### src/rtl/xp_seq_pkg.sv
// Package: shared constants and state type for the chain programming sequencer.
// Assumes every chained device takes a 40-bit word of eight 5-bit output groups.
package xp_seq_pkg;
    localparam int WORD_W  = 40;
    localparam int GROUP_W = 5;
    localparam int POS_W   = 6;
    localparam int SLOT_W  = 3;
    // slot index of the reserved bit inside a group, in transmit order
    localparam int RSV_SLOT = 1;

    typedef enum logic [1:0] {
        ST_IDLE   = 2'd0,
        ST_SHIFT  = 2'd1,
        ST_COMMIT = 2'd2
    } seq_state_t;
endpackage

### src/rtl/xp_cfg_store.sv
// Module: word store holding one configuration word per chained device.
// Provides a combinational bit read at (device, bit position) and forces the
// reserved slot of each group to 1. Writes are gated by the caller.
module xp_cfg_store
    import xp_seq_pkg::*;
#(
    parameter int N_DEV = 3,
    parameter int DEV_W = 2
) (
    input  logic              clk,
    input  logic              rst_n,
    input  logic              wr_en,
    input  logic [DEV_W-1:0]  wr_idx,
    input  logic [WORD_W-1:0] wr_word,
    input  logic [DEV_W-1:0]  rd_dev,
    input  logic [POS_W-1:0]  rd_pos,
    input  logic              rd_rsv,
    output logic              rd_bit
);
    logic [WORD_W-1:0] mem [N_DEV];

    generate
        for (genvar d = 0; d < N_DEV; d++) begin : g_slot
            // purpose: capture the word addressed to this chain position
            always_ff @(posedge clk) begin
                if (!rst_n) begin
                    mem[d] <= '0;
                end else if (wr_en && (wr_idx == DEV_W'(d))) begin
                    mem[d] <= wr_word;
                end
            end
        end
    endgenerate

    // purpose: select the addressed bit, reserved slots always read as 1
    always_comb begin
        rd_bit = 1'b0;
        if (rd_rsv) begin
            rd_bit = 1'b1;
        end else if (int'(rd_dev) < N_DEV) begin
            rd_bit = mem[rd_dev][rd_pos];
        end
    end
endmodule

### src/rtl/xp_half_timer.sv
// Module: phase timer shared by the serial clock and the commit pulse.
// Emits a one-cycle tick every len cycles while run is high; len must be >= 1.
module xp_half_timer #(
    parameter int CNT_W = 8
) (
    input  logic             clk,
    input  logic             rst_n,
    input  logic             run,
    input  logic [CNT_W-1:0] len,
    output logic             tick
);
    logic [CNT_W-1:0] cnt;

    assign tick = run && (cnt == (len - CNT_W'(1)));

    // purpose: count cycles inside the current phase, restart on tick or idle
    always_ff @(posedge clk) begin
        if (!rst_n) begin
            cnt <= '0;
        end else if (!run || tick) begin
            cnt <= '0;
        end else begin
            cnt <= cnt + CNT_W'(1);
        end
    end
endmodule

### src/rtl/xp_seq_ctrl.sv
// Module: sequencing FSM. Walks the chain from the farthest device down to
// device 0, each word from bit 39 to bit 0, sets data with the rising serial
// clock, then drives the commit pulse and the done strobe.
// Assumes the store read is combinational and the timer tick has no latency.
module xp_seq_ctrl
    import xp_seq_pkg::*;
#(
    parameter int N_DEV = 3,
    parameter int DEV_W = 2,
    parameter int CNT_W = 8
) (
    input  logic              clk,
    input  logic              rst_n,
    input  logic              start,
    input  logic [CNT_W-1:0]  half_len,
    input  logic [CNT_W-1:0]  pulse_len,
    input  logic              tick,
    input  logic              store_bit,
    output logic              busy,
    output logic [CNT_W-1:0]  phase_len,
    output logic [DEV_W-1:0]  nxt_dev,
    output logic [POS_W-1:0]  nxt_pos,
    output logic              nxt_rsv,
    output logic              ce_n,
    output logic              sclk,
    output logic              sdi,
    output logic              upd_n,
    output logic              done
);
    seq_state_t        state;
    logic [DEV_W-1:0]  dev_q;
    logic [POS_W-1:0]  pos_q;
    logic [SLOT_W-1:0] slot_q;
    logic [SLOT_W-1:0] nxt_slot;
    logic              low_phase;
    logic [CNT_W-1:0]  h_q;
    logic [CNT_W-1:0]  l_q;
    logic              last_bit;

    assign busy      = (state != ST_IDLE);
    assign phase_len = (state == ST_COMMIT) ? l_q : h_q;
    assign last_bit  = (dev_q == '0) && (pos_q == '0);
    assign nxt_rsv   = (nxt_slot == SLOT_W'(RSV_SLOT));

    // purpose: address of the bit to present at the next rising serial edge
    always_comb begin
        if (state == ST_IDLE) begin
            nxt_dev  = DEV_W'(N_DEV - 1);
            nxt_pos  = POS_W'(WORD_W - 1);
            nxt_slot = '0;
        end else if (pos_q == '0) begin
            nxt_dev  = dev_q - DEV_W'(1);
            nxt_pos  = POS_W'(WORD_W - 1);
            nxt_slot = '0;
        end else begin
            nxt_dev  = dev_q;
            nxt_pos  = pos_q - POS_W'(1);
            nxt_slot = (slot_q == SLOT_W'(GROUP_W - 1)) ? '0 : slot_q + SLOT_W'(1);
        end
    end

    // purpose: state, pin levels and bit address updates
    always_ff @(posedge clk) begin
        if (!rst_n) begin
            state     <= ST_IDLE;
            ce_n      <= 1'b1;
            sclk      <= 1'b1;
            sdi       <= 1'b0;
            upd_n     <= 1'b1;
            done      <= 1'b0;
            dev_q     <= '0;
            pos_q     <= '0;
            slot_q    <= '0;
            low_phase <= 1'b0;
            h_q       <= CNT_W'(1);
            l_q       <= CNT_W'(1);
        end else begin
            done <= 1'b0;
            case (state)
                ST_IDLE: begin
                    if (start) begin
                        h_q       <= (half_len == '0) ? CNT_W'(1) : half_len;
                        l_q       <= (pulse_len == '0) ? CNT_W'(1) : pulse_len;
                        state     <= ST_SHIFT;
                        ce_n      <= 1'b0;
                        sclk      <= 1'b1;
                        sdi       <= store_bit;
                        dev_q     <= nxt_dev;
                        pos_q     <= nxt_pos;
                        slot_q    <= nxt_slot;
                        low_phase <= 1'b0;
                    end
                end
                ST_SHIFT: begin
                    if (tick) begin
                        if (!low_phase) begin
                            sclk      <= 1'b0;
                            low_phase <= 1'b1;
                        end else begin
                            sclk      <= 1'b1;
                            low_phase <= 1'b0;
                            if (last_bit) begin
                                state <= ST_COMMIT;
                                upd_n <= 1'b0;
                            end else begin
                                sdi    <= store_bit;
                                dev_q  <= nxt_dev;
                                pos_q  <= nxt_pos;
                                slot_q <= nxt_slot;
                            end
                        end
                    end
                end
                ST_COMMIT: begin
                    if (tick) begin
                        upd_n <= 1'b1;
                        ce_n  <= 1'b1;
                        done  <= 1'b1;
                        state <= ST_IDLE;
                    end
                end
                default: state <= ST_IDLE;
            endcase
        end
    end
endmodule

### src/rtl/xp_chain_programmer.sv
// Module: top of the daisy-chain serial programming sequencer.
// Loads one word per device while idle, then on start shifts the whole chain
// image and commits it with one update pulse. Assumes a single clock domain
// and that the chain samples data on the falling serial clock edge.
module xp_chain_programmer
    import xp_seq_pkg::*;
#(
    parameter  int N_DEV = 3,
    parameter  int CNT_W = 8,
    localparam int DEV_W = (N_DEV > 1) ? $clog2(N_DEV) : 1
) (
    input  logic              clk,
    input  logic              rst_n,
    input  logic              cfg_wr,
    input  logic [DEV_W-1:0]  cfg_dev,
    input  logic [WORD_W-1:0] cfg_word,
    input  logic [CNT_W-1:0]  half_len,
    input  logic [CNT_W-1:0]  pulse_len,
    input  logic              start,
    output logic              xp_ce_n,
    output logic              xp_sclk,
    output logic              xp_sdi,
    output logic              xp_upd_n,
    output logic              xp_serpar,
    output logic              done
);
    logic             busy;
    logic             tick;
    logic [CNT_W-1:0] phase_len;
    logic [DEV_W-1:0] rd_dev;
    logic [POS_W-1:0] rd_pos;
    logic             rd_rsv;
    logic             rd_bit;

    assign xp_serpar = 1'b0;

    xp_cfg_store #(.N_DEV(N_DEV), .DEV_W(DEV_W)) u_store (
        .clk     (clk),
        .rst_n   (rst_n),
        .wr_en   (cfg_wr && !busy),
        .wr_idx  (cfg_dev),
        .wr_word (cfg_word),
        .rd_dev  (rd_dev),
        .rd_pos  (rd_pos),
        .rd_rsv  (rd_rsv),
        .rd_bit  (rd_bit)
    );

    xp_half_timer #(.CNT_W(CNT_W)) u_timer (
        .clk   (clk),
        .rst_n (rst_n),
        .run   (busy),
        .len   (phase_len),
        .tick  (tick)
    );

    xp_seq_ctrl #(.N_DEV(N_DEV), .DEV_W(DEV_W), .CNT_W(CNT_W)) u_ctrl (
        .clk       (clk),
        .rst_n     (rst_n),
        .start     (start),
        .half_len  (half_len),
        .pulse_len (pulse_len),
        .tick      (tick),
        .store_bit (rd_bit),
        .busy      (busy),
        .phase_len (phase_len),
        .nxt_dev   (rd_dev),
        .nxt_pos   (rd_pos),
        .nxt_rsv   (rd_rsv),
        .ce_n      (xp_ce_n),
        .sclk      (xp_sclk),
        .sdi       (xp_sdi),
        .upd_n     (xp_upd_n),
        .done      (done)
    );
endmodule

### config.mk
export PLATFORM = sky130hd
export DESIGN_NAME = xp_chain_programmer
export DESIGN_NICKNAME = d
export VERILOG_FILES = /design/src/rtl/xp_seq_pkg.sv /design/src/rtl/xp_cfg_store.sv /design/src/rtl/xp_half_timer.sv /design/src/rtl/xp_seq_ctrl.sv /design/src/rtl/xp_chain_programmer.sv
export SDC_FILE = /design/constraint.sdc
export NUM_CORES = 1
export LEC_CHECK = 0
export ABC_AREA = 1
export BUFFER_PORTS_ARGS = -buffer_cell sky130_fd_sc_hd__buf_4
export CAP_MARGIN = 10
export CORE_MARGIN = 2
export CORE_UTILIZATION = 55
export DETAILED_ROUTE_END_ITERATION = 10
export HOLD_SLACK_MARGIN = 0.03
export PLACE_DENSITY = 0.73
export SLEW_MARGIN = 15
export SYNTH_ARGS = -nofsm -noshare
export SYNTH_HDL_FRONTEND = slang
export SYNTH_SLANG_ARGS = --single-unit
### constraint.sdc
create_clock -name clk -period 3.9 [get_ports clk]
set_input_delay 0.195 -clock clk [delete_from_list [all_inputs] [get_ports clk]]
set_output_delay 0.195 -clock clk [all_outputs]
set_load 0.02 [all_outputs]
Word level (Yosys, flattened, before mapping)
Memories as Yosys holds them, arrays and structs flattened.
Index checks and enable logic that the tools add are counted.
Storage, ports and cells
  word-level logic and storage cells: 132
  output and inout bits: 6
  bits in writable memories: 120
  register bits after elaboration: 43
  memories: 1
Operators by class
  muxes and demuxes: 68
  eq/ne operators: 13
  bitwise logic cells: 4
  add/sub/neg operators: 5
  order comparisons: 2
  reduce and logical (&&, ||, !) cells: 26
Memories
  u_store.mem: depth 3, width 40, rd ports 1, clocked after memory_dff 0, write ports 3, line xp_cfg_store.sv:20  | logic [WORD_W-1:0] mem [N_DEV];
Operator list (count)
  40-bit two-way mux: 3
  6-bit two-way mux: 6
  1-bit two-way mux: 28
  8-bit two-way mux: 3
  2-bit two-way mux: 11
  3-bit two-way mux: 7
  8-bit zero test: 2
  5-bit AND reduction: 3
  6-bit one-hot mux with 2 select lines: 1
  1-bit one-hot mux with 2 select lines: 5
  8-bit by 1-bit adder with 8-bit output, second input constant: 1
  8-bit equality test: 1
  2-bit inequality test, second input constant: 4
  2-bit nonzero test: 4
  8-bit by 1-bit subtractor with 8-bit output, second input constant: 1
  6-bit by 7-bit < comparator with 1-bit output, second input constant: 1
  1-bit binary-select mux with 6-bit select: 1
  1-bit logical AND: 6
  2-bit zero test: 3
  6-bit zero test: 1
  2-bit one-hot mux with 3 select lines: 1
  3-bit one-hot mux with 2 select lines: 1
  3-bit AND reduction: 2
  6-bit by 1-bit subtractor with 6-bit output, second input constant: 1
  15 further kinds: 21

Logic depth before layout (Yosys ltp)
Gate-level depths: netlist of the first run.
An unclocked memory read counts as a cell.
  depth after elaboration: 12
  depth in mapped cells: 22
  mapped depth without buffers: 22

Cells and area by module
From an unflattened synthesis of the first run, not the netlist that was laid out.
Second synthesis, totals
  cells, all modules: 996
  area, all modules: 8187.9 um^2
Modules (own cells, without submodules)
  xp_cfg_store: cells each 617, area an instance 5718.0 um^2, times used 1
  xp_seq_ctrl: cells each 266, area an instance 1776.7 um^2, times used 1
  xp_half_timer: cells each 109, area an instance 671.9 um^2, times used 1
  xp_chain_programmer: cells each 4, area an instance 21.3 um^2, times used 1

Worst setup path after synthesis of the first run
No wires, ideal clock.
  kind: reg-to-reg
  start point: reg u_ctrl.state[0]
  end point: mem u_store.mem[0][0] (enable)
  stages on the path, launching flop included: 8
  library setup time: 398 ps
  data arrival time: 2035 ps
  clock period less this slack: 2433 ps
  buffers on the path: 2
  slack: 1467 ps
  cells stage by stage: dfxtp_1 inv_2 nand2_1 buf_2 buf_2 nor2_1 nand3_1 nand2_1
RTL lines
  start: declaration: line xp_seq_ctrl.sv:30  | seq_state_t state;
  start signal: assignment: line xp_seq_ctrl.sv:65  | state <= ST_IDLE;
  start signal: assignment: line xp_seq_ctrl.sv:84  | state <= ST_SHIFT;
  start signal: assignment: line xp_seq_ctrl.sv:103  | state <= ST_COMMIT;
  end: declaration: line xp_cfg_store.sv:20

Worst setup path after layout of the first run
  start point: reg u_ctrl.pos_q[0]
  end point: reg u_ctrl.sdi
On the way
  cells in the longest elaborated chain, start to end: 12
  elaborated cells between the ends (all ways): 23
  classes of those cells: 1 x add/sub; 1 x order compare; 2 x eq/ne; 15 x mux; 3 x reduce/logical; 1 x memory
Ends and longest elaborated chain
  start: declaration: line xp_seq_ctrl.sv:32  | logic [POS_W-1:0] pos_q;
  start signal: assignment: line xp_seq_ctrl.sv:89  | pos_q <= nxt_pos;
  start signal: assignment: line xp_seq_ctrl.sv:108  | pos_q <= nxt_pos;
  branches (longest 12 deep; another with 6-bit by 1-bit subtractor with 6-bit output)
  end signal: assignment: line xp_seq_ctrl.sv:87  | sdi <= store_bit;
  end signal: assignment: line xp_seq_ctrl.sv:106  | sdi <= store_bit;
  end: declaration: line xp_seq_ctrl.sv:26  | output logic sdi,
Several ways; the timed one is not identified. The select of a mux whose other input is x is not followed.
A chain may end at the register's enable or synchronous reset.

==> results.tsv, run 1 <==
stage	metric	value	unit
status	status	complete, no violations	
yosys	syn_area	8100	um^2
clock_tree	htree_levels	4	
layout	fin_area	9430	um^2
global_routing	antenna_found_initial	0	
power	swShare	0.293	
sta	max_slew_margin	0.480	
layout	drive_gt1_frac	0.141	
placement	dpl.hpwl	12100	um
detailed_routing	detail_route.wl_per_cell	15.5	um
critical_path	critical_path_class	flop to flop	
placement	place_area	8730	um^2
yosys	yosys.area.top_type	edfxtp_1	
critical_path	cp-end-kind	flop	
layout	num_antenna_cells	0	
sta	skew	0.00606	ns
sta	final.period_utilization	0.820	
critical_path	cp-start-kind	flop	
detailed_routing	wl	18700	um
clock_tree	cts.sinks	163	
sta	fmax	0.313	GHz
critical_path	max_stage_delay	0.45	ns
yosys	synth_warnings	0	
critical_path	slowest_stage	inv_2	
floorplan	die_area	15700	um^2
floorplan	start_util	0.560	
floorplan	io_pins	68	
sta	rsz0062_at_grt	false	
sta	tns	0	ns
sta	layout_min_cycle_time	3.20	ns
yosys	synth_edf_count	120	
global_routing	gr-usage-all-layers	0.246	
yosys	ys_seq_area_frac	0.551	
yosys	ys_ff_latch	163	
clock_tree	cts_setup_buffers	0	
layout	layout_common_cells	nor2_1, nand2_1, inv_1	
power	vdd_ir_drop_max	0.279	mV
global_routing	grt_pass1_vias	6211	
critical_path	critPathMaxFanout	37	
clock_tree	worstSkewPairLatency	0.43	ns
layout	mostFrequentLayoutCell	nor2_1	
clock_tree	clkSlewWorstSetupHoldPaths	0.06	ns
global_routing	grt_overflow	0	
sta	final_hold_viol_count	0	
yosys	syn_avg_cell_area	8.55	um^2
yosys	syn_inst	947	
yosys	ys_types	42	
detailed_routing	vias_per_cell	5.41	
power	pwr-share-seq	0.429	
placement	port_buffers	66	
detailed_routing	route.detailed.drc	0	
critical_path	cp-startpoint	u_ctrl.pos_q[0]$_SDFFE_PN0P_	
detailed_routing	final_antenna_net_count	0	
critical_path	crit_required	4.26	ns
power	leakagePower	4.28	nW
power	p_comb_frac	0.205	
clock_tree	clk_root_buffer_cell	clkbuf_16	
floorplan	coreArea	14500	um^2
critical_path	r2r_start	u_ctrl.pos_q[0]$_SDFFE_PN0P_	
floorplan	die_w	125	um
sta	setup_violations	0	
power	clkPwrFrac	0.366	
yosys	synth.area.top_cells	edfxtp_1, dfxtp_1, nor2_1	
yosys	synth_ff_type	edfxtp_1	
floorplan	core.rowCount	44	
power	internal-power	3.37	mW
placement	place.gp.congestion	0.869	
global_routing	grt_max_degree	41	
clock_tree	numCtsBuffers	17	
run	maxCapViolCount	0	
yosys	yosysTopAreaCellShare	0.445	
sta	tightest_slew	0.778	ns
critical_path	path_common_cell	nand2_1	
critical_path	arrival	3.55	ns
global_routing	grt_pass1_wl	30700	um
detailed_routing	vias	6515	
yosys	async_flop_share	0	
clock_tree	cts_tree	yes	
layout	synthToLayoutAreaGrowth	16.4	%
detailed_routing	dr.pass1.iters	5	
power	p_per_area	506	nW/um^2
yosys	synth_fp_nets	1015	
hold_path	min_from	half_len[0]	
clock_tree	cts_buffer_depth	2	
clock_tree	postCtsResizedCells	0	
layout	nNetsFinal	1076	
power	p_sw	1.40	mW
sta	report.final.slew_viol_count	0	
detailed_routing	first_iter_violations	609	
critical_path	path_cells	inv_1 > ha_1 > inv_1 > nor2_1 > nand3_2 > nand2_2 > nor2_4 > inv_2 > nand2_1 > nand3_1 > nand2_1 > nand2_1 > nand2_1 > nand2_1 > nand3_1 > nand2_1 > inv_1 > nand2_1 > nand3_1 > nand2_1 > nand2_1 > a21oi_1	
floorplan	dieHeight	125	um
hold_path	hp-class	input pin to flop	
[power by group through the flow]
stage | Combinational, mW | Clock [mW] | Sequential [mW]
6_report | 0.977 | 1.75 | 2.05
4_1_cts | 0.971 | 1.76 | 2.05
3_5_place_dp | 0.958 | 0 | 2.08
2_1_floorplan | 0.690 | 0 | 2.07
3_3_place_gp | 0.948 | 0 | 2.08
5_1_grt | 1.09 | 1.83 | 2.06
[area by class of cell]
cell class                      instances  area, um^2
Fill cell                            1227        5050
Clock buffer                           18         429
Timing Repair Buffer                   91         706
Multi-Input combinational cell        601        2910
Sequential cell                       163        4460
Inverter                              134         508
Tap cell                              184         230
Clock inverter                         14         186
[synthesized netlist by cell type (3+ instances only)]
master     instances
edfxtp_1         120
inv_2              5
clkbuf_1          32
xor2_1             7
nand4_1           30
dfxtp_1           43
o21bai_1           5
nor4_1             3
inv_1            128
nor2_1           170
buf_2             12
a21oi_1           18
o21ai_0           32
o211ai_1           4
xnor2_1            6
ha_1               6
nand3_1           87
a21oi_2            4
o2111ai_1         11
o21ai_2            4
nor3_1             6
nand3_2            3
o21ai_1           11
nand2_2            9
nand2_1          169
[worst max-delay path: cells and delay by family, from the launching register on]
family | cells | cell delay [ns]
and+or+nand+nor | 16 | 1.63
DFF | 1 | 0.44
adders and majority gates | 1 | 0.17
buffers and inverters | 4 | 0.75
AOI/OAI and AO/OA | 1 | 0.12
[kinds of logic (layout without fill, tap and decap cells)]
group	count (synthesis)	after routing	share of synthesized area
and+or+nand+nor	486	486	0.261
DFF	163	163	0.551
other	1	1	0.000463
AOI/OAI and AO/OA	94	94	0.0715
xor gates and xnor gates	14	14	0.0168
buffers and inverters	183	257	0.0900
adders and majority gates	6	6	0.00927
[sequential cells by signal (all words and copies together), names as in the netlist, 2 cells and up]
signal and count:
u_ctrl.h_q 8, u_ctrl.dev_q 2, u_ctrl.state 2, u_ctrl.pos_q 6, u_ctrl.l_q 8, u_timer.cnt 8
u_ctrl.slot_q 3, u_store.mem 120
[timing repair]
item                                    in CTS  in global routing
endpoints found under the setup margin       0                  0
endpoints found under the hold margin        9                  0
hold buffers                                 9                  0
[per-stage QoR]
step | hold WS [ns] | power [mW] | setup WS (ns) | cells | utilization
2_1_floorplan | 0.330 | 2.76 | 1.47 | 947 | -
3_3_place_gp | 0.439 | 3.03 | 0.885 | 1164 | 0.603
3_5_place_dp | 0.439 | 3.04 | 0.777 | 1164 | 0.603
4_1_cts | 0.0384 | 4.78 | 0.769 | 1205 | 0.651
5_1_grt | 0.0649 | 4.99 | 0.374 | 1205 | 0.651
6_report | 0.0484 | 4.77 | 0.703 | 1205 | 0.651
[per-layer routing]
metal | GRT usage | vias to the layer above | part of all wire
met4 | 0.0882 | 0 | 0.024
li1 | - | 3228 | -
met3 | 0.0449 | 38 | 0.058
met1 | 0.324 | 3013 | 0.44
met5 | 0 | - | 0
met2 | 0.410 | 236 | 0.48
[path summary, 6_finish.rpt]
check                               endpoint  depth (start not counted)  slack (ns)
setup reg to reg     u_ctrl.sdi$_SDFFE_PN0P_                         22        0.70
hold reg to reg     u_ctrl.ce_n$_SDFFE_PN1P_                          2        0.45
setup / recovery     u_ctrl.sdi$_SDFFE_PN0P_                         22        0.70
hold / removal    u_ctrl.h_q[0]$_SDFFE_PN1P_                          3        0.05
Note: power is estimated with default switching activity, not from simulation.
==> run 2: changes to the inputs <==
Clock period 3.9 ns to 3 ns, I/O delays scaled along.
==> results.tsv, run 2 (synthesized netlist as in run 1, its figures left out) <==
stage	metric	value	unit
critical_path	reg2reg_depth	15	
detailed_routing	final_antenna_net_count	0	
floorplan	start_util	0.560	
power	leakagePower	4.36	nW
power	p_comb_frac	0.217	
layout	largest-register	u_store.mem	
global_routing	antenna_found_initial	0	
sta	max_slew_margin	0.620	
power	p_sw	1.85	mW
critical_path	r2r-end	u_ctrl.slot_q[2]$_SDFFE_PN0P_	
detailed_routing	first_iter_violations	617	
floorplan	io_pins	68	
critical_path	crit_end	u_ctrl.slot_q[2]$_SDFFE_PN0P_	
clock_tree	clk_root_buffer_cell	clkbuf_16	
hold_path	hp-class	input pin to flop	
clock_tree	htree_levels	4	
critical_path	r2r_start	u_ctrl.state[1]$_SDFFE_PN0P_	
layout	layout_common_cells	nand2_1, nor2_1, inv_1	
power	internal-power	4.35	mW
floorplan	dieHeight	125	um
power	total_power	6.20	mW
sta	skew	0.00730	ns
critical_path	crit_required	3.31	ns
global_routing	gr-usage-all-layers	0.259	
status	status	complete, no violations	
detailed_routing	dr.pass1.iters	5	
global_routing	grt_pass1_vias	6415	
detailed_routing	wl	19600	um
critical_path	critical_path_class	flop to flop	
critical_path	path_common_cell	nand2_4	
critical_path	cp-start-kind	flop	
detailed_routing	route.detailed.drc	0	
critical_path	rrSetupSlack	0.29	ns
power	clkPwrFrac	0.354	
critical_path	critical_path_depth	15	
hold_path	hold_depth	3	
power	p_per_area	647	nW/um^2
global_routing	grt_pass1_wl	32200	um
sta	fmax	0.369	GHz
floorplan	die_w	125	um
layout	num_antenna_cells	0	
clock_tree	cts_tree	yes	
critical_path	critPathMaxFanout	16	
power	vdd_ir_drop_max	0.438	mV
layout	largest_reg_flops	120	
layout	fin_area	9580	um^2
run	maxCapViolCount	0	
global_routing	grt_max_degree	41	
global_routing	grt_overflow	0	
placement	dp_cells	1175	
critical_path	cp-end-kind	flop	
critical_path	slowest_stage	dfxtp_1	
power	swShare	0.298	
critical_path	max_stage_delay	0.40	ns
critical_path	cpLargestDelayFamily	simple AND/OR/NAND/NOR gates	
clock_tree	worstSkewPairLatency	0.43	ns
floorplan	core.rowCount	44	
detailed_routing	vias_per_cell	5.46	
clock_tree	cts.sinks	163	
placement	place_area	8820	um^2
sta	tns	0	ns
detailed_routing	detail_route.wl_per_cell	16.0	um
power	pwr-share-seq	0.429	
layout	nNetsFinal	1095	
critical_path	arrival	3.02	ns
detailed_routing	vias	6686	
critical_path	path_cells	nand2_4 > o21ai_1 > ha_1 > inv_1 > nand2_1 > nand2_1 > xor2_1 > nor2_1 > nand3b_1 > nor2_2 > nand3_2 > nand2_4 > nand2_4 > a31oi_1 > nor3_2	
clock_tree	clkSlewWorstSetupHoldPaths	0.06	ns
sta	rsz0062_at_grt	false	
sta	layout_min_cycle_time	2.71	ns
placement	place.gp.congestion	0.903	
clock_tree	numCtsBuffers	17	
layout	finalNonFillerCells	1224	
critical_path	cp_num_buf_inv	1	
sta	tightest_slew	0.568	ns
sta	setup_violations	0	
layout	synthToLayoutAreaGrowth	18.3	%
layout	drive_gt1_frac	0.153	
floorplan	coreArea	14500	um^2
sta	final.period_utilization	0.903	
floorplan	die_area	15700	um^2
critical_path	cp-startpoint	u_ctrl.state[1]$_SDFFE_PN0P_	
placement	dpl.hpwl	12600	um
sta	final_hold_viol_count	0	
sta	report.final.slew_viol_count	0	
placement	port_buffers	66	
clock_tree	cts_buffer_depth	2	
run 2: how the worst min path moves through the flow:
stage | slack (ns) | to | start
final | 0.04 | u_store.mem[1][21]$_SDFFCE_PN0P_ | cfg_word[21]
after CTS | 0.03 | u_store.mem[1][21]$_SDFFCE_PN0P_ | cfg_word[21]
after floorplan | 0.28 | u_ctrl.h_q[4]$_SDFFE_PN0P_ | half_len[4]
after global routing | 0.04 | u_store.mem[2][25]$_SDFFCE_PN0P_ | cfg_word[25]
after detailed placement | 0.39 | u_ctrl.l_q[2]$_SDFFE_PN0P_ | pulse_len[2]
after global placement | 0.38 | u_ctrl.l_q[2]$_SDFFE_PN0P_ | pulse_len[2]
run 2: cell type report:
class,instances,area (um^2)
fill,1184,4900
sequential,163,4460
multi-input combinational,601,2920
timing repair buffer,110,873
inverter,134,508
clock buffer,18,429
tap,184,230
clock inverter,14,160
run 2: repair_timing:
action,in CTS,in global routing
buffers inserted,0,3
setup endpoints to repair,0,13
gates resized for setup,0,2
endpoints found under the hold margin,14,0
hold buffers,14,0
run 2: layer usage:
metal	part of all wire	vias to the layer above	routed length (um)	GRT usage
met5	0	-	0	0
met4	0.018	0	350	0.0987
met3	0.066	31	1290	0.0548
met2	0.49	290	9530	0.424
met1	0.43	3100	8450	0.342
li1	-	3265	-	-
run 2: power by group through the flow:
stage	clock network (mW)	logic [mW]	registers, mW
finish	2.20	1.35	2.66
global route	2.32	1.50	2.68
CTS	2.21	1.31	2.66
detailed placement	0	1.28	2.71
global placement	0	1.26	2.70
floorplan	0	0.898	2.69
run 2: worst reg2reg max path: stages (launching register included):
cell and delay, ns:
dfxtp_1 0.40, nand2_4 0.15, o21ai_1 0.35, ha_1 0.27, inv_1 0.06, nand2_1 0.07, nand2_1 0.06, xor2_1 0.14
nor2_1 0.09, nand3b_1 0.12, nor2_2 0.18, nand3_2 0.15, nand2_4 0.13, nand2_4 0.15, a31oi_1 0.24, nor3_2 0.05
run 2: through the flow:
stage | util | setup WS, ns | hold WS, ns
after floorplan | - | 0.567 | 0.285
after global placement | 0.609 | 0.271 | 0.384
after detailed placement | 0.609 | 0.263 | 0.386
final | 0.662 | 0.290 | 0.0430
after CTS | 0.660 | 0.173 | 0.0335
after global routing | 0.662 | 0.0189 | 0.0417
